`src/rtl/uart_tx_pkg.sv`:
```
// Shared types for the serial transmitter: engine states and the decoded
// frame format. Assumes at most 8 data bits per word.
package uart_tx_pkg;

    typedef enum logic [2:0] {
        ST_IDLE,
        ST_START,
        ST_DATA,
        ST_PARITY,
        ST_STOP
    } tx_state_e;

    typedef enum logic [1:0] {
        STOP_ONE,
        STOP_ONE_HALF,
        STOP_TWO
    } stop_len_e;

    typedef struct packed {
        logic [1:0] len_sel;    // 0..3 -> shortest..longest word
        logic       par_en;
        logic       par_stick;
        logic       par_even;
        stop_len_e  stop_len;
    } frame_cfg_t;

endpackage

```
`src/rtl/uart_cfg_decode.sv`:
```
// Decodes the line control byte into a frame format and a break request.
// Purely combinational; the caller decides when the result is captured.
module uart_cfg_decode
    import uart_tx_pkg::*;
(
    input  logic [7:0]  line_ctrl,
    output frame_cfg_t  cfg,
    output logic        brk
);
    localparam int B_STB   = 2;
    localparam int B_PEN   = 3;
    localparam int B_EVEN  = 4;
    localparam int B_STICK = 5;
    localparam int B_BRK   = 6;

    logic unused_top_bit;
    assign unused_top_bit = line_ctrl[7];

    // Map control fields onto the format struct.
    always_comb begin
        cfg.len_sel   = line_ctrl[1:0];
        cfg.par_en    = line_ctrl[B_PEN];
        cfg.par_stick = line_ctrl[B_STICK];
        cfg.par_even  = line_ctrl[B_EVEN];
        if (!line_ctrl[B_STB])
            cfg.stop_len = STOP_ONE;
        else if (line_ctrl[1:0] == 2'b00)
            cfg.stop_len = STOP_ONE_HALF;
        else
            cfg.stop_len = STOP_TWO;
    end

    assign brk = line_ctrl[B_BRK];

endmodule

```
`src/rtl/uart_baud_tick.sv`:
```
// Oversampling tick generator: one-cycle pulse every DIV clocks while run
// is high; the count is cleared whenever run is low. DIV of 0 acts as 1.
module uart_baud_tick #(
    parameter int DIV_W = 16
) (
    input  logic             clk,
    input  logic             rst_n,
    input  logic             run,
    input  logic [DIV_W-1:0] div,
    output logic             tick
);
    logic [DIV_W-1:0] cnt;
    logic [DIV_W-1:0] lim;

    assign lim  = (div == '0) ? '0 : div - DIV_W'(1);
    assign tick = run && (cnt == lim);

    // Count clocks within one tick period.
    always_ff @(posedge clk) begin
        if (!rst_n || !run)
            cnt <= '0;
        else if (cnt == lim)
            cnt <= '0;
        else
            cnt <= cnt + DIV_W'(1);
    end

endmodule

```
`src/rtl/uart_hold_reg.sv`:
```
// Single-entry holding register between the handshake and the shifter.
// Assumes take is only raised while full is high.
module uart_hold_reg #(
    parameter int DATA_W = 8
) (
    input  logic              clk,
    input  logic              rst_n,
    input  logic [DATA_W-1:0] in_data,
    input  logic              in_valid,
    output logic              in_ready,
    input  logic              take,
    output logic [DATA_W-1:0] held_data,
    output logic              full
);
    assign in_ready = !full;

    // Fill on accept, drain when the shifter takes the byte.
    always_ff @(posedge clk) begin
        if (!rst_n) begin
            full      <= 1'b0;
            held_data <= '0;
        end else if (take) begin
            full <= 1'b0;
        end else if (in_valid && !full) begin
            full      <= 1'b1;
            held_data <= in_data;
        end
    end

endmodule

```
`src/rtl/uart_shift_core.sv`:
```
// Frame shift engine. Captures format and divisor at frame start, walks
// start/data/parity/stop states on oversampling ticks, and drops the frame
// while break is registered high. Assumes tick comes from a generator
// driven by run and div_q.
module uart_shift_core
    import uart_tx_pkg::*;
#(
    parameter int DATA_W     = 8,
    parameter int DIV_W      = 16,
    parameter int OVERSAMPLE = 16
) (
    input  logic              clk,
    input  logic              rst_n,
    input  logic              hold_full,
    input  logic [DATA_W-1:0] hold_data,
    input  frame_cfg_t        cfg,
    input  logic [DIV_W-1:0]  div,
    input  logic              brk,
    input  logic              tick,
    output logic              take,
    output logic              run,
    output logic [DIV_W-1:0]  div_q,
    output logic              busy,
    output logic              ser_out
);
    localparam int CNT_W = $clog2(DATA_W + 1);
    localparam int TCW   = $clog2(2 * OVERSAMPLE);
    localparam int MIN_W = DATA_W - 3;

    tx_state_e         state;
    frame_cfg_t        cfg_q;
    logic [DATA_W-1:0] sh;
    logic [CNT_W-1:0]  bit_idx;
    logic [TCW-1:0]    tick_cnt;
    logic              par_q;
    logic              brk_q;

    logic [CNT_W-1:0]  nbits_new;
    logic [CNT_W-1:0]  nbits_q;
    logic              par_new;
    logic [TCW-1:0]    limit;
    logic              bit_end;
    logic              frame_end;
    logic              line;

    assign nbits_new = CNT_W'(MIN_W) + CNT_W'(cfg.len_sel);
    assign nbits_q   = CNT_W'(MIN_W) + CNT_W'(cfg_q.len_sel);

    // Parity of the incoming byte over the selected word length.
    always_comb begin
        logic x;
        x = 1'b0;
        for (int i = 0; i < DATA_W; i++)
            if (CNT_W'(i) < nbits_new)
                x = x ^ hold_data[i];
        if (cfg.par_stick)
            par_new = !cfg.par_even;
        else
            par_new = cfg.par_even ? x : !x;
    end

    // Tick limit of the current bit: stop period varies, others are fixed.
    always_comb begin
        limit = TCW'(OVERSAMPLE - 1);
        if (state == ST_STOP) begin
            case (cfg_q.stop_len)
                STOP_ONE_HALF: limit = TCW'(OVERSAMPLE + OVERSAMPLE / 2 - 1);
                STOP_TWO:      limit = TCW'(2 * OVERSAMPLE - 1);
                default:       limit = TCW'(OVERSAMPLE - 1);
            endcase
        end
    end

    assign bit_end   = tick && (tick_cnt == limit);
    assign frame_end = (state == ST_STOP) && bit_end;
    assign take      = hold_full && !brk_q && ((state == ST_IDLE) || frame_end);
    assign run       = (state != ST_IDLE);
    assign busy      = run;

    // Register the break request.
    always_ff @(posedge clk) begin
        if (!rst_n) brk_q <= 1'b0;
        else        brk_q <= brk;
    end

    // Frame sequencing, capture at start and abort on break.
    always_ff @(posedge clk) begin
        if (!rst_n) begin
            state    <= ST_IDLE;
            cfg_q    <= '0;
            sh       <= '0;
            bit_idx  <= '0;
            tick_cnt <= '0;
            par_q    <= 1'b0;
            div_q    <= '0;
        end else if (brk_q) begin
            state    <= ST_IDLE;
            tick_cnt <= '0;
        end else if (take) begin
            state    <= ST_START;
            cfg_q    <= cfg;
            sh       <= hold_data;
            bit_idx  <= '0;
            tick_cnt <= '0;
            par_q    <= par_new;
            div_q    <= div;
        end else if (run && tick) begin
            if (!bit_end) begin
                tick_cnt <= tick_cnt + TCW'(1);
            end else begin
                tick_cnt <= '0;
                case (state)
                    ST_START: begin
                        state   <= ST_DATA;
                        bit_idx <= '0;
                    end
                    ST_DATA: begin
                        sh      <= sh >> 1;
                        bit_idx <= bit_idx + CNT_W'(1);
                        if (bit_idx == nbits_q - CNT_W'(1))
                            state <= cfg_q.par_en ? ST_PARITY : ST_STOP;
                    end
                    ST_PARITY: state <= ST_STOP;
                    default:   state <= ST_IDLE;
                endcase
            end
        end
    end

    // Line level for the current state.
    always_comb begin
        case (state)
            ST_START:  line = 1'b0;
            ST_DATA:   line = sh[0];
            ST_PARITY: line = par_q;
            default:   line = 1'b1;
        endcase
    end

    assign ser_out = !brk_q && line;

endmodule

```
`src/rtl/uart_frame_tx.sv`:
```
// Top of the serial transmitter: holding register, format decode, tick
// generator and shift engine. Assumes inputs are synchronous to clk.
module uart_frame_tx
    import uart_tx_pkg::*;
#(
    parameter int DATA_W     = 8,
    parameter int DIV_W      = 16,
    parameter int OVERSAMPLE = 16
) (
    input  logic              clk,
    input  logic              rst_n,
    input  logic [DATA_W-1:0] tx_data,
    input  logic              tx_valid,
    output logic              tx_ready,
    input  logic [7:0]        line_ctrl,
    input  logic [DIV_W-1:0]  baud_div,
    output logic              ser_out,
    output logic              hold_empty,
    output logic              xmit_empty
);
    frame_cfg_t        cfg;
    logic              brk;
    logic              take;
    logic              full;
    logic [DATA_W-1:0] held;
    logic              run;
    logic              tick;
    logic              busy;
    logic [DIV_W-1:0]  div_q;

    uart_cfg_decode u_dec (
        .line_ctrl (line_ctrl),
        .cfg       (cfg),
        .brk       (brk)
    );

    uart_hold_reg #(.DATA_W(DATA_W)) u_hold (
        .clk       (clk),
        .rst_n     (rst_n),
        .in_data   (tx_data),
        .in_valid  (tx_valid),
        .in_ready  (tx_ready),
        .take      (take),
        .held_data (held),
        .full      (full)
    );

    uart_baud_tick #(.DIV_W(DIV_W)) u_tick (
        .clk   (clk),
        .rst_n (rst_n),
        .run   (run),
        .div   (div_q),
        .tick  (tick)
    );

    uart_shift_core #(
        .DATA_W     (DATA_W),
        .DIV_W      (DIV_W),
        .OVERSAMPLE (OVERSAMPLE)
    ) u_core (
        .clk       (clk),
        .rst_n     (rst_n),
        .hold_full (full),
        .hold_data (held),
        .cfg       (cfg),
        .div       (baud_div),
        .brk       (brk),
        .tick      (tick),
        .take      (take),
        .run       (run),
        .div_q     (div_q),
        .busy      (busy),
        .ser_out   (ser_out)
    );

    assign hold_empty = !full;
    assign xmit_empty = !full && !busy;

endmodule

```
`config.mk`:
```
export PLATFORM = sky130hd
export DESIGN_NAME = uart_frame_tx
export DESIGN_NICKNAME = d
export VERILOG_FILES = /design/src/rtl/uart_tx_pkg.sv /design/src/rtl/uart_cfg_decode.sv /design/src/rtl/uart_baud_tick.sv /design/src/rtl/uart_hold_reg.sv /design/src/rtl/uart_shift_core.sv /design/src/rtl/uart_frame_tx.sv
export SDC_FILE = /design/constraint.sdc
export NUM_CORES = 1
export LEC_CHECK = 0
export ABC_AREA = 1
export CAP_MARGIN = 20
export CELL_PAD_IN_SITES_DETAIL_PLACEMENT = 1
export CELL_PAD_IN_SITES_GLOBAL_PLACEMENT = 1
export CORE_AREA = 2 2 105 107
export CTS_CLUSTER_DIAMETER = 120
export CTS_CLUSTER_SIZE = 30
export DETAILED_ROUTE_END_ITERATION = 10
export DIE_AREA = 0 0 107 109
export HOLD_SLACK_MARGIN = 0.05
export PLACE_DENSITY_LB_ADDON = 0.3
export SLEW_MARGIN = 20
export SYNTH_ARGS = -nofsm -noshare
export SYNTH_HDL_FRONTEND = slang
export SYNTH_HIERARCHICAL = 1
export SYNTH_SLANG_ARGS = --single-unit
```
`constraint.sdc`:
```
create_clock -name clk -period 4.2 [get_ports clk]
set_input_delay 1.05 -clock clk [delete_from_list [all_inputs] [get_ports clk]]
set_output_delay 1.05 -clock clk [all_outputs]
set_load 0.05 [all_outputs]
```
### Word level (Yosys, flattened, before mapping)

Index checks and enable logic that the tools add are counted.

* bits in registers: 68
* output and inout bits: 4
* word-level logic and storage cells: 116

* add/subtract/negate cells: 7
* order comparisons: 8
* equal/unequal tests: 11
* multiplexer cells: 31
* bitwise gates (word level): 10
* reduce and logical (&&, ||, !) cells: 35

Operators with widths (number)
* $mux W8: 4
* $add A16 B1 Y16 const B: 1
* $eq A16 B16 Y1: 1
* $logic_not A16 Y1: 1
* $lt A3 B4 Y1 const A: 4
* $mux W16: 1
* $sub A16 B1 Y16 const B: 1
* $mux W1: 13
* $mux W4: 3
* $mux W5: 2
* $pmux W5 S2: 1
* $logic_and A1 B1 Y1: 9
* $pmux W3 S3: 1
* $add A3 B2 Y4 const A: 2
* $lt A1 B4 Y1 const A: 2
* $lt A2 B4 Y1 const A: 2
* $pmux W4 S2: 1
* $reduce_and A4 Y1: 2
* $xor A1 B1 Y1: 7
* $eq A3 B2 Y1 const B: 2
* $logic_not A1 Y1: 6
* $mux W3: 2
* $reduce_and A3 Y1: 2
* $reduce_bool A2 Y1: 3
* 21 further kinds: 29

### Depth between registers and ports, before layout

Gate-level depths: netlist of the first run.

* word-level depth: 20
* gate-level depth with buffers: 29
* depth with buffers taken out: 27

### Cells and area by module

Netlist of the first run, hierarchy kept.

Modules (own cells, without submodules)
* uart_shift_core: instances 1, cells an instance 307, area an instance 2124.5 um^2, seq. area each 860.8 um^2
* uart_baud_tick: instances 1, cells an instance 291, area an instance 1644.1 um^2, seq. area each 320.3 um^2
* uart_hold_reg: instances 1, cells an instance 57, area an instance 410.4 um^2, seq. area each 180.2 um^2
* uart_cfg_decode: instances 1, cells an instance 13, area an instance 73.8 um^2, seq. area each 0.0 um^2
* uart_frame_tx: instances 1, cells an instance 2, area an instance 7.5 um^2, seq. area each 0.0 um^2

### Worst setup path after synthesis of the first run

OpenSTA, ideal clock, no wires.

* kind: register -> register
* start: reg u_core.div_q[0]
* end: reg u_hold.held_data[0]
* data arrival time: 2.966 ns
* required time: 4.085 ns
* path slack: 1.119 ns
* stages on the path, launching flop included: 27
* path buffers: 3
* period minus slack after synthesis: 3.081 ns
* cells stage by stage: dfxtp_1 inv_1 ha_1 nand2_2 nor2_1 nand2_2 buf_4 nand3_1 inv_1 nor2_1 nand2_1 nor2_1 nand3b_1 nor3_1 inv_1 nor3_1 nand2_1 inv_2 nand3_2 nand2_2 nand2_4 inv_2 buf_2 nor2_4 buf_6 a21oi_1 nor2_1

* cells in the longest elaborated chain, start to end: 10
* elaborated cells on any way between the ends: 11
* those cells by class: add/sub: 1; eq/ne: 1; mux: 1; bitwise: 1; reduce/logical: 7

Ends and longest elaborated chain
* from (decl): RTL line uart_shift_core.sv:22 `output logic [DIV_W-1:0] div_q,`
* from (signal assigned): RTL line uart_shift_core.sv:106 `div_q <= div;`
* $sub A16 B1 Y16 or $logic_not A16 Y1 (tied branches): RTL line uart_baud_tick.sv:15 `assign lim = (div == '0) ? '0 : div - DIV_W'(1);`
* $mux W16 (*): RTL line uart_baud_tick.sv:15
* $eq A16 B16 Y1 (*): RTL line uart_baud_tick.sv:16 `assign tick = run && (cnt == lim);`
* $logic_and A1 B1 Y1 (*): RTL line uart_baud_tick.sv:16
* via tick: RTL line uart_frame_tx.sv:27 `logic tick;`
* $logic_and A1 B1 Y1 (*): RTL line uart_shift_core.sv:74 `assign bit_end = tick && (tick_cnt == limit);`
* $logic_and A1 B1 Y1 (*): RTL line uart_shift_core.sv:75 `assign frame_end = (state == ST_STOP) && bit_end;`
* $logic_or A1 B1 Y1 (*): RTL line uart_shift_core.sv:76 `assign take = hold_full && !brk_q && ((state == ST_IDLE) || frame_end);`
* $logic_and A1 B1 Y1 (*): RTL line uart_shift_core.sv:76
* via take: RTL line uart_frame_tx.sv:23 `logic take;`
* $not A1 Y1 (no source line) (*)
* $reduce_and A2 Y1 (no source line) (*)
* to (signal assigned): RTL line uart_hold_reg.sv:26 `held_data <= in_data;`
* to (decl): RTL line uart_hold_reg.sv:12 `output logic [DATA_W-1:0] held_data,`

The timed path passes the listed nets; every way through them passes the cells marked *.
A chain may end at the register's enable or synchronous reset.

### Worst setup path in the final report of the first run

* start: reg u_core.div_q[0]
* end: reg u_core.sh[0]

* cells in the longest elaborated chain, start to end: 10
* elaborated cells on any way between the ends: 15
* those cells by class: add/sub: 1; eq/ne: 1; mux: 2; reduce/logical: 11

Ends and longest elaborated chain
* $sub A16 B1 Y16 or $logic_not A16 Y1 (tied branches): RTL line uart_baud_tick.sv:15
* $mux W16 (*): RTL line uart_baud_tick.sv:15
* $eq A16 B16 Y1 (*): RTL line uart_baud_tick.sv:16
* $logic_and A1 B1 Y1 (*): RTL line uart_baud_tick.sv:16
* via tick: RTL line uart_frame_tx.sv:27
* $logic_and A1 B1 Y1: RTL line uart_shift_core.sv:74
* $logic_and A1 B1 Y1: RTL line uart_shift_core.sv:75
* $logic_or A1 B1 Y1: RTL line uart_shift_core.sv:76
* $logic_and A1 B1 Y1: RTL line uart_shift_core.sv:76
* $reduce_bool A2 Y1 (no source line)
* $reduce_and A4 Y1 (no source line)
* to (signal assigned): RTL line uart_shift_core.sv:102 `sh <= hold_data;`
* to (signal assigned): RTL line uart_shift_core.sv:118 `sh <= sh >> 1;`
* to (decl): RTL line uart_shift_core.sv:32 `logic [DATA_W-1:0] sh;`

Marked as above.

==> results of run 1 <==
-- synth_stat cells, drive strengths merged, types with 3 or more instances --
cell / n / area, um2
nand2: 163 / 652
buf: 21 / 170
nand3b: 3 / 22.5
inv: 90 / 338
dfxtp: 68 / 1360
nor4: 3 / 18.8
xnor2: 5 / 43.8
ha: 5 / 62.6
nor2: 141 / 589
nand3: 55 / 290
xor2: 18 / 158
a21oi: 22 / 125
clkbuf: 4 / 15.0
o21bai: 3 / 22.5
nor3: 8 / 45.0
nand4: 17 / 113
o21ai: 35 / 175
-- registers in the layout (all words and copies together), names as in the netlist --
register,cells
u_core/brk_q,1
u_core/state,3
u_core/bit_idx,4
u_core/tick_cnt,5
u_core/par_q,1
u_hold/held_data,8
u_core/cfg_q,5
u_tick/cnt,16
u_core/sh,8
u_hold/full,1
u_core/div_q,16
-- metrics by stage --
| step | util | hold slack (ns) | cells | area, um2 |
|---|---|---|---|---|
| 6_report | 0.458 | 0.468 | 843 | 4860 |
| 5_1_grt | 0.458 | 0.501 | 843 | 4860 |
| 4_1_cts | 0.457 | 0.467 | 842 | 4840 |
| 3_5_place_dp | 0.440 | 0.457 | 826 | 4660 |
| 3_3_place_gp | 0.440 | 0.452 | 826 | 4660 |
| 2_1_floorplan | - | 0.433 | 670 | 4260 |
-- layout make-up --
| cell class | count | area, um2 | area share |
|---|---|---|---|
| Sequential cell | 68 | 1360 | 0.280 |
| Tap cell | 140 | 175 | 0.0361 |
| Clock buffer | 10 | 128 | 0.0263 |
| Multi-Input combinational cell | 487 | 2390 | 0.491 |
| Inverter | 91 | 343 | 0.0706 |
| Clock inverter | 6 | 50.0 | 0.0103 |
| Timing Repair Buffer | 41 | 413 | 0.0850 |
-- critical path, delay by kind of cell, from the launching register on --
family,cells,cell delay (ns)
buf+inv,4,0.40
fa+ha+maj,1,0.27
flops,1,0.32
compound gates,1,0.29
simple gates,18,2.39
-- per-layer routing --
layer,up-vias,track usage,share of wire
met4,0,0.0612,0.013
met1,1941,0.222,0.44
li1,2149,-,-
met3,13,0.0365,0.022
met5,-,0,0
met2,36,0.390,0.52
-- path summary, 6_finish.rpt --
check | to | slack, ns | cells after the start
worst max register to register | u_core/sh[0] | 0.46 | 24
worst min register to register | u_core/cfg_q[1] | 0.47 | 2
worst min-delay path | u_core/cfg_q[1] | 0.47 | 2
worst max-delay path | u_core/sh[0] | 0.46 | 24
-- power by group through the flow --
stage | clock network, mW | logic, mW | registers [mW]
5_1_grt | 0.553 | 0.568 | 0.713
6_report | 0.501 | 0.495 | 0.707
4_1_cts | 0.524 | 0.488 | 0.708
3_3_place_gp | 0 | 0.466 | 0.722
3_5_place_dp | 0 | 0.485 | 0.723
2_1_floorplan | 0 | 0.375 | 0.713
-- logic make-up after synthesis --
family / synth area share
AOI/OAI and AO/OA: 0.0825
xor gates and xnor gates: 0.0473
adders and majority gates: 0.0147
buffers and inverters: 0.124
DFF: 0.320
and+or+nand+nor: 0.412
==> results.txt, run 1 <==
Status -> finished clean
I/O Buffers -> 37
DRC -> 0
Switching Share -> 0.370
Required @ worst endpoint -> 4.50 ns
H-tree depth -> 3
TNS Setup -> 0 ns
Total power draw -> 1.70 mW
CTS tree -> built
Combinational fraction of design power -> 0.291
Die area -> 0.0117 mm2
Worst setup SP type -> flop
Clock Path Buffers -> 2
Distinct cells, synth -> 40
Register area share after synthesis -> 0.320
Cts hold-fix bufs -> 0
Post-CTS setup buffers -> 0
Syn Nets -> 710
Rel. slew slack -> 0.624
P_int -> 1.07 mW
Post-CTS sizing -> 0
Leakage -> 2.15 nW
Clock share of power -> 0.294
Sequential power share -> 0.415
Clock Latency Late Sink -> 0.36 ns
Peak supply drop -> 0.000200 V
Clock-pin slew on the worst setup and hold paths -> 0.08 ns
Setup crit end kind -> flop
Crit Path Category -> reg -> reg
Die Span Y -> 109 um
Diode count -> 0
Via density -> 4.91
CP cell instances -> inv_1 -> ha_1 -> nand2_2 -> nor2_2 -> nand2_4 -> nand3_1 -> inv_1 -> nor2_1 -> nand2_1 -> nor2_1 -> nand3b_1 -> nor3_1 -> inv_1 -> nor3_1 -> nand2_1 -> inv_2 -> nand3_2 -> nand2_2 -> nand2_4 -> a21oi_4 -> nand2_4 -> nand2_1 -> nand2_1 -> nor2_1
Max Slew Vio Count -> 0
CTS Sinks -> 68
Post-synth top flop -> dfxtp_1
Post-route setup slack -> 0.458 ns
Placeable Area -> 0.0106 mm2
Std cell rows -> 38
Measured slew at the worst slew-check pin -> 0.562 ns
Synth Instances -> 670
Largest net degree at the start of global routing -> 44
Layout net count -> 738
Max frequency -> 0.267 GHz
Vias in the first global route -> 4207
Critical Path Source -> u_core/div_q[0]
CP dominant cell by count -> nand2_1
HPWL Detailed -> 8430 um
RSZ-0062 raised after global routing -> no
Drt wl/cell -> 13.0 um
Fin. Hold Viols -> 0
Warnings, synthesis -> 6
Max Clock Skew -> 0.0136 ns
Global-route wire length before repair -> 18700 um
Num CTS Buffers -> 9
Arrival @ worst endpoint -> 4.04 ns
Drt first pass iters -> 4
Origin of the critical flop-to-flop path -> u_core/div_q[0]
Max stage delay on crit path -> 0.32 ns
Fraction of layout cells with a size suffix above 1 -> 0.0839
Initial drt markers -> 106
Asr flop ratio synth -> 0
Area Overhead vs Synth -> 14.0%
P per Cell Area -> 351 mW/mm2
GRT Util Overall -> 0.201
Synth Cell Area -> 0.00426 mm2
Dpl ws -> 0.236 ns
EDFF count, synth -> 0
Net Sw Power -> 0.630 mW
Max_cap viols -> 0
CTS Root Cell -> clkbuf_8
Period minus WS final -> 3.74 ns
Final GP Congestion -> 0.800
Most frequent cells in the layout -> 153 x nand2_1, 122 x nor2_1, 88 x inv_1, 68 x dfxtp_1, 52 x nand3_1
HP Class -> reg -> reg
Routed Wire Length -> 11000 um
Hold_sp -> u_core/cfg_q[1]
Yosys reg bits -> 68
Initial antenna violation count -> 0
CP Max Fanout -> 16
Final Cycle Share -> 0.891
Syn Area/Cell -> 6.36 um2
Initial core utilization -> 0.402
Fill cell count -> 1445
Die width -> 107 um
DR vias -> 4139
Global route overflow -> 0
Most common cell after layout, fill and taps aside -> nand2_1
# setup viols final -> 0
Final ANT Viol Nets -> 0
Slowest stage cell, crit path -> dfxtp_1
# IOs -> 39
No activity file was read; power rests on OpenSTA's default activity.
==> run 2, diff against run 1 <==
--- a/config.mk
+++ b/config.mk
@@ -9,13 +9,14 @@
 export CAP_MARGIN = 20
 export CELL_PAD_IN_SITES_DETAIL_PLACEMENT = 1
 export CELL_PAD_IN_SITES_GLOBAL_PLACEMENT = 1
-export CORE_AREA = 2 2 105 107
+export CORE_AREA = 2 2 107 109
 export CTS_CLUSTER_DIAMETER = 120
 export CTS_CLUSTER_SIZE = 30
 export DETAILED_ROUTE_END_ITERATION = 10
-export DIE_AREA = 0 0 107 109
+export DIE_AREA = 0 0 109 111
 export HOLD_SLACK_MARGIN = 0.05
 export PLACE_DENSITY_LB_ADDON = 0.3
+export SKIP_CTS_REPAIR_TIMING = 1
 export SLEW_MARGIN = 20
 export SYNTH_ARGS = -nofsm -noshare
 export SYNTH_HDL_FRONTEND = slang
==> run 2 against run 1 <==
  * Core utilization fell by 0.77 points
  * Clock-buffer cell count rose by 1
  * Critical path type unchanged
  * Cell area rose by 2.7%
==> results.txt, run 2 (synthesis gave the netlist of run 1 again) <==
RSZ-0062 raised after global routing -> no
# IOs -> 39
H-tree depth -> 3
Measured slew at the worst slew-check pin -> 0.594 ns
CTS tree -> built
DR vias -> 4130
Largest net degree at the start of global routing -> 38
Global-route wire length before repair -> 19900 um
HP Class -> reg -> reg
Num CTS Buffers -> 9
Most frequent cells in the layout -> 153 x nand2_1, 122 x nor2_1, 88 x inv_1, 68 x dfxtp_1, 52 x nand3_1
Max Clock Skew -> 0.00718 ns
Global route overflow -> 0
Layout net count -> 737
Die width -> 109 um
Final GP Congestion -> 0.814
HPWL Detailed -> 8450 um
CTS Sinks -> 68
Peak supply drop -> 0.000326 V
Initial core utilization -> 0.385
Setup crit end kind -> flop
Leakage -> 2.21 nW
Max frequency -> 0.267 GHz
TNS Setup -> 0 ns
Crit Path Category -> reg -> reg
GRT Util Overall -> 0.207
Drt wl/cell -> 13.5 um
Worst setup SP type -> flop
Worst r2r path cells -> 23
Die Span Y -> 111 um
Drt first pass iters -> 4
Fraction of layout cells with a size suffix above 1 -> 0.0827
Clock-pin slew on the worst setup and hold paths -> 0.06 ns
Clock Latency Late Sink -> 0.34 ns
Most common cell after layout, fill and taps aside -> nand2_1
Max_cap viols -> 0
Max Slew Vio Count -> 0
Total power draw -> 2.04 mW
P per Cell Area -> 410 mW/mm2
Required @ worst endpoint -> 4.43 ns
CP Max Fanout -> 21
Arrival @ worst endpoint -> 3.97 ns
Clock Path Buffers -> 2
Fin. Hold Viols -> 0
WHS Path Cells -> 2
Area Overhead vs Synth -> 17.1%
DRC -> 0
# setup viols final -> 0
Placeable Area -> 0.0111 mm2
Final ANT Viol Nets -> 0
CTS Root Cell -> clkbuf_16
Initial antenna violation count -> 0
Die area -> 0.0121 mm2
Diode count -> 0
Routed Wire Length -> 11400 um
Std cell rows -> 39
Rel. slew slack -> 0.603
Initial drt markers -> 117
Top flop regs -> u_core/div_q x16, u_tick/cnt x16
Vias in the first global route -> 4301
Via density -> 4.89
Period minus WS final -> 3.74 ns
Final Cycle Share -> 0.891
I/O Buffers -> 37
Status -> finished clean
[run 2: cell count changes in the layout (fill, tap and decap cells not counted)]
cell,previous run,this run
bufinv_16,0,2
clkbuf_16,0,9
clkinv_2,1,2
clkinv_4,3,0
inv_6,1,0
clkbuf_1,1,0
buf_12,1,0
clkinvlp_4,2,1
clkbuf_8,9,2
[run 2: path summary, 6_finish.rpt]
path	startpoint	endpoint	slack, ns
setup reg to reg	u_core/div_q[0]	u_hold/held_data[7]	0.46
hold / removal	u_core/cfg_q[1]	u_core/cfg_q[1]	0.47
hold reg to reg	u_core/cfg_q[1]	u_core/cfg_q[1]	0.47
setup / recovery	u_core/div_q[0]	u_hold/held_data[7]	0.46
[run 2: layout make-up]
cell class	instances	area [um2]
fill	1480	6090
inverter	91	343
timing repair buffer	40	393
multi-input combinational	487	2390
clock buffer	11	253
clock inverter	4	72.6
tap	143	179
sequential	68	1360
[run 2: metal layers]
metal,vias up,wire length [um],part of all wire,GRT usage
li1,2152,-,-,-
met1,1935,4990,0.44,0.239
met2,30,6000,0.53,0.371
met3,13,238,0.021,0.0441
met4,0,171,0.015,0.0718
met5,-,0,0,0
[run 2: through the flow]
step	worst slack [ns]	instance area (um2)	instances	util	hold slack (ns)
3_5_place_dp	0.225	4650	828	0.420	0.464
3_3_place_gp	0.373	4650	828	0.420	0.449
5_1_grt	0.0637	4990	844	0.450	0.522
2_1_floorplan	1.12	4260	670	-	0.433
4_1_cts	0.186	4970	843	0.449	0.472
6_report	0.457	4990	844	0.450	0.466
[run 2: where the power goes]
| part | switching [mW] | internal (mW) |
|---|---|---|
| Combinational | 0.320 | 0.176 |
| Sequential | 0.0329 | 0.677 |
| Clock | 0.291 | 0.548 |
[run 2: worst max-delay path: stages (launching register included)]
cell	delay, ns
dfxtp_1	0.31
inv_1	0.15
ha_1	0.27
nand2_2	0.13
nor2_2	0.23
nand2_4	0.17
nand2_1	0.13
nand2_1	0.05
nand2_1	0.06
nand3_1	0.07
nor2_1	0.14
nand3b_1	0.13
nor3_1	0.22
inv_1	0.11
nor3_1	0.26
nand2_1	0.10
inv_2	0.08
nand3_2	0.08
nand2_2	0.10
nand2_4	0.14
clkinv_2	0.26
nor2_4	0.14
a21oi_1	0.19
nor2_1	0.09
==> run 3, diff against run 2 <==
--- a/config.mk
+++ b/config.mk
@@ -9,16 +9,15 @@
 export CAP_MARGIN = 20
 export CELL_PAD_IN_SITES_DETAIL_PLACEMENT = 1
 export CELL_PAD_IN_SITES_GLOBAL_PLACEMENT = 1
-export CORE_AREA = 2 2 107 109
+export CORE_AREA = 2 2 102 104
 export CTS_CLUSTER_DIAMETER = 120
 export CTS_CLUSTER_SIZE = 30
 export DETAILED_ROUTE_END_ITERATION = 10
-export DIE_AREA = 0 0 109 111
+export DIE_AREA = 0 0 104 106
 export HOLD_SLACK_MARGIN = 0.05
 export PLACE_DENSITY_LB_ADDON = 0.3
 export SKIP_CTS_REPAIR_TIMING = 1
-export SLEW_MARGIN = 20
+export SLEW_MARGIN = 5
 export SYNTH_ARGS = -nofsm -noshare
 export SYNTH_HDL_FRONTEND = slang
-export SYNTH_HIERARCHICAL = 1
 export SYNTH_SLANG_ARGS = --single-unit
==> run 3 against run 2 <==
  * Core utilization is essentially flat
  * Final cell count shrank 10%
  * Maximum frequency grew 3.5%
  * Synthesized cell count shrank 13%
  * Clock skew grew 0.0012 ns
  * Sequential share of layout area grew 2.9 points
  * Die area shrank 8.9%
==> results.txt, run 3 <==
CTS Root Cell -> clkbuf_8
EDFF count, synth -> 0
Initial core utilization -> 0.386
Worst setup SP type -> flop
Post-synth top flop -> dfxtp_1
Synth Instances -> 586
Die Span Y -> 106 um
I/O Buffers -> 37
Status -> finished clean
Final Cycle Share -> 0.861
GRT Util Overall -> 0.198
Clock share of power -> 0.340
Placed cell areas -> 0.00430 mm2
Drt first pass iters -> 4
Final GP Congestion -> 0.839
Register area share after synthesis -> 0.353
Peak supply drop -> 0.000156 V
Die area -> 0.0110 mm2
Placeable Area -> 0.0100 mm2
Yosys top cell area share -> 0.353
Global-route wire length before repair -> 17800 um
Initial drt markers -> 89
CP Max Fanout -> 6
Warnings, synthesis -> 0
DRC -> 0
Global route overflow -> 0
CP cell instances -> inv_1 -> nor2_1 -> inv_1 -> nor2_1 -> a22oi_1 -> a21oi_1 -> clkdlybuf4s50_1
Period minus WS final -> 3.62 ns
Combinational fraction of design power -> 0.241
Rel. slew slack -> 0.535
# setup viols final -> 0
Fill cell count -> 1338
Initial antenna violation count -> 0
Max frequency -> 0.277 GHz
Required @ worst endpoint -> 3.15 ns
Routed Wire Length -> 10200 um
Most frequent cells in the layout -> 133 x nand2_1, 80 x nor2_1, 76 x inv_1, 68 x dfxtp_1, 48 x nand3_1
Switching Share -> 0.323
Clock Path Buffers -> 2
Max_cap viols -> 0
Synth Cell Area -> 0.00385 mm2
Asr flop ratio synth -> 0
P per Cell Area -> 371 mW/mm2
RSZ-0062 raised after global routing -> no
# IOs -> 39
Most common cell in the netlist -> nand2_1
Fin. Hold Viols -> 0
DR vias -> 3745
Max Clock Skew -> 0.00840 ns
Synth top area cells -> dfxtp_1 35%, nand2_1 13%, nor2_1 7.8%, inv_1 7.4%, nand3_1 6.2%
Clock-pin slew on the worst setup and hold paths -> 0.08 ns
Std cell rows -> 37
Crit Path Category -> reg -> out
Leakage -> 1.90 nW
Slowest stage cell, crit path -> clkdlybuf4s50_1
Yosys reg bits -> 68
Max stage delay on crit path -> 0.83 ns
Measured slew at the worst slew-check pin -> 0.695 ns
CTS tree -> built
Multi-input logic area -> 0.00209 mm2
Post-route cell area -> 0.00451 mm2
Commonest cells in the netlist -> 133 x nand2_1, 80 x nor2_1, 76 x inv_1
Fraction of layout cells with a size suffix above 1 -> 0.0707
Largest net degree at the start of global routing -> 37
CTS Sinks -> 68
Final ANT Viol Nets -> 0
Most common cell after layout, fill and taps aside -> nand2_1
Area Overhead vs Synth -> 16.9%
Diode count -> 0
Num CTS Buffers -> 9
WHS Path Cells -> 1
Cell type with the largest total area after synthesis -> dfxtp_1
Syn Area/Cell -> 6.58 um2
Max Slew Vio Count -> 0
Worst r2r path cells -> 20
Top flop regs -> u_core.div_q x16, u_tick.cnt x16
Sequential power share -> 0.419
Net Sw Power -> 0.539 mW
Syn Nets -> 626
Distinct cells, synth -> 36
Die width -> 104 um
HPWL Detailed -> 7630 um
Via density -> 4.94
TNS Setup -> 0 ns
Vias in the first global route -> 3809
Layout net count -> 658
Setup crit end kind -> output pin
H-tree depth -> 3
Clock Latency Late Sink -> 0.36 ns
Arrival @ worst endpoint -> 2.57 ns
Total power draw -> 1.67 mW
Final core utilization -> 0.451
Drt wl/cell -> 13.4 um
P_int -> 1.13 mW
FF/Latch Area -> 0.00136 mm2
HP Class -> reg -> reg
-- run 3: cell types whose count changed after synthesis, sizes merged, moves of 4 or more --
cell   delta
nor2     -55
a21oi    +21
nand2    -24
nand3     -6
nor3b     +4
or2       +4
inv      -12
buf      -10
-- run 3: logic make-up after synthesis --
kind of cell,after synthesis,share of synthesized area
buf+inv,96,0.105
simple gates,313,0.366
compound gates,85,0.117
fa+ha+maj,5,0.0162
flops,68,0.353
xor+xnor,19,0.0432
-- run 3: power groups by stage --
| stage | Sequential [mW] | Combinational [mW] | Clock [mW] |
|---|---|---|---|
| detailed placement | 0.714 | 0.401 | 0 |
| floorplan | 0.707 | 0.304 | 0 |
| finish | 0.700 | 0.402 | 0.568 |
| CTS | 0.700 | 0.408 | 0.581 |
| global route | 0.704 | 0.466 | 0.603 |
| global placement | 0.713 | 0.388 | 0 |
-- run 3: final cells by class --
type / count / area share
clock buffers: 15 / 0.0458
inverters: 78 / 0.0650
multi-input cells: 422 / 0.464
flip-flops and latches: 68 / 0.302
well taps: 136 / 0.0378
repair buffers: 39 / 0.0855
-- run 3: metal layers --
layer,share of wire,up-vias,track usage
met5,0,-,0
met4,0.020,0,0.0695
met3,0.021,13,0.0411
met2,0.51,32,0.361
met1,0.45,1766,0.231
li1,-,1934,-
-- run 3: metrics by stage --
step           setup WS (ns)  cells  hold WS, ns
6_report               0.584    758        0.461
5_1_grt                0.356    758        0.499
4_1_cts                0.563    758        0.469
3_5_place_dp           0.835    743        0.451
3_3_place_gp           0.955    743        0.427
2_1_floorplan           1.36    586        0.417
-- run 3: worst max-delay path: cells and delay by family, from the launching register on --
kind                   cells  cell delay, ns
buffers and inverters      3            1.00
AOI/OAI and AO/OA          2            0.30
and+or+nand+nor            2            0.54
DFF                        1            0.38
-- run 3: final timing paths --
check	startpoint	endpoint	slack (ns)
setup / recovery	u_core.state[1]	ser_out	0.58
hold / removal	u_tick.cnt[0]	u_tick.cnt[0]	0.46
hold reg to reg	u_tick.cnt[0]	u_tick.cnt[0]	0.46
setup reg to reg	u_core.div_q[0]	u_core.sh[0]	0.85
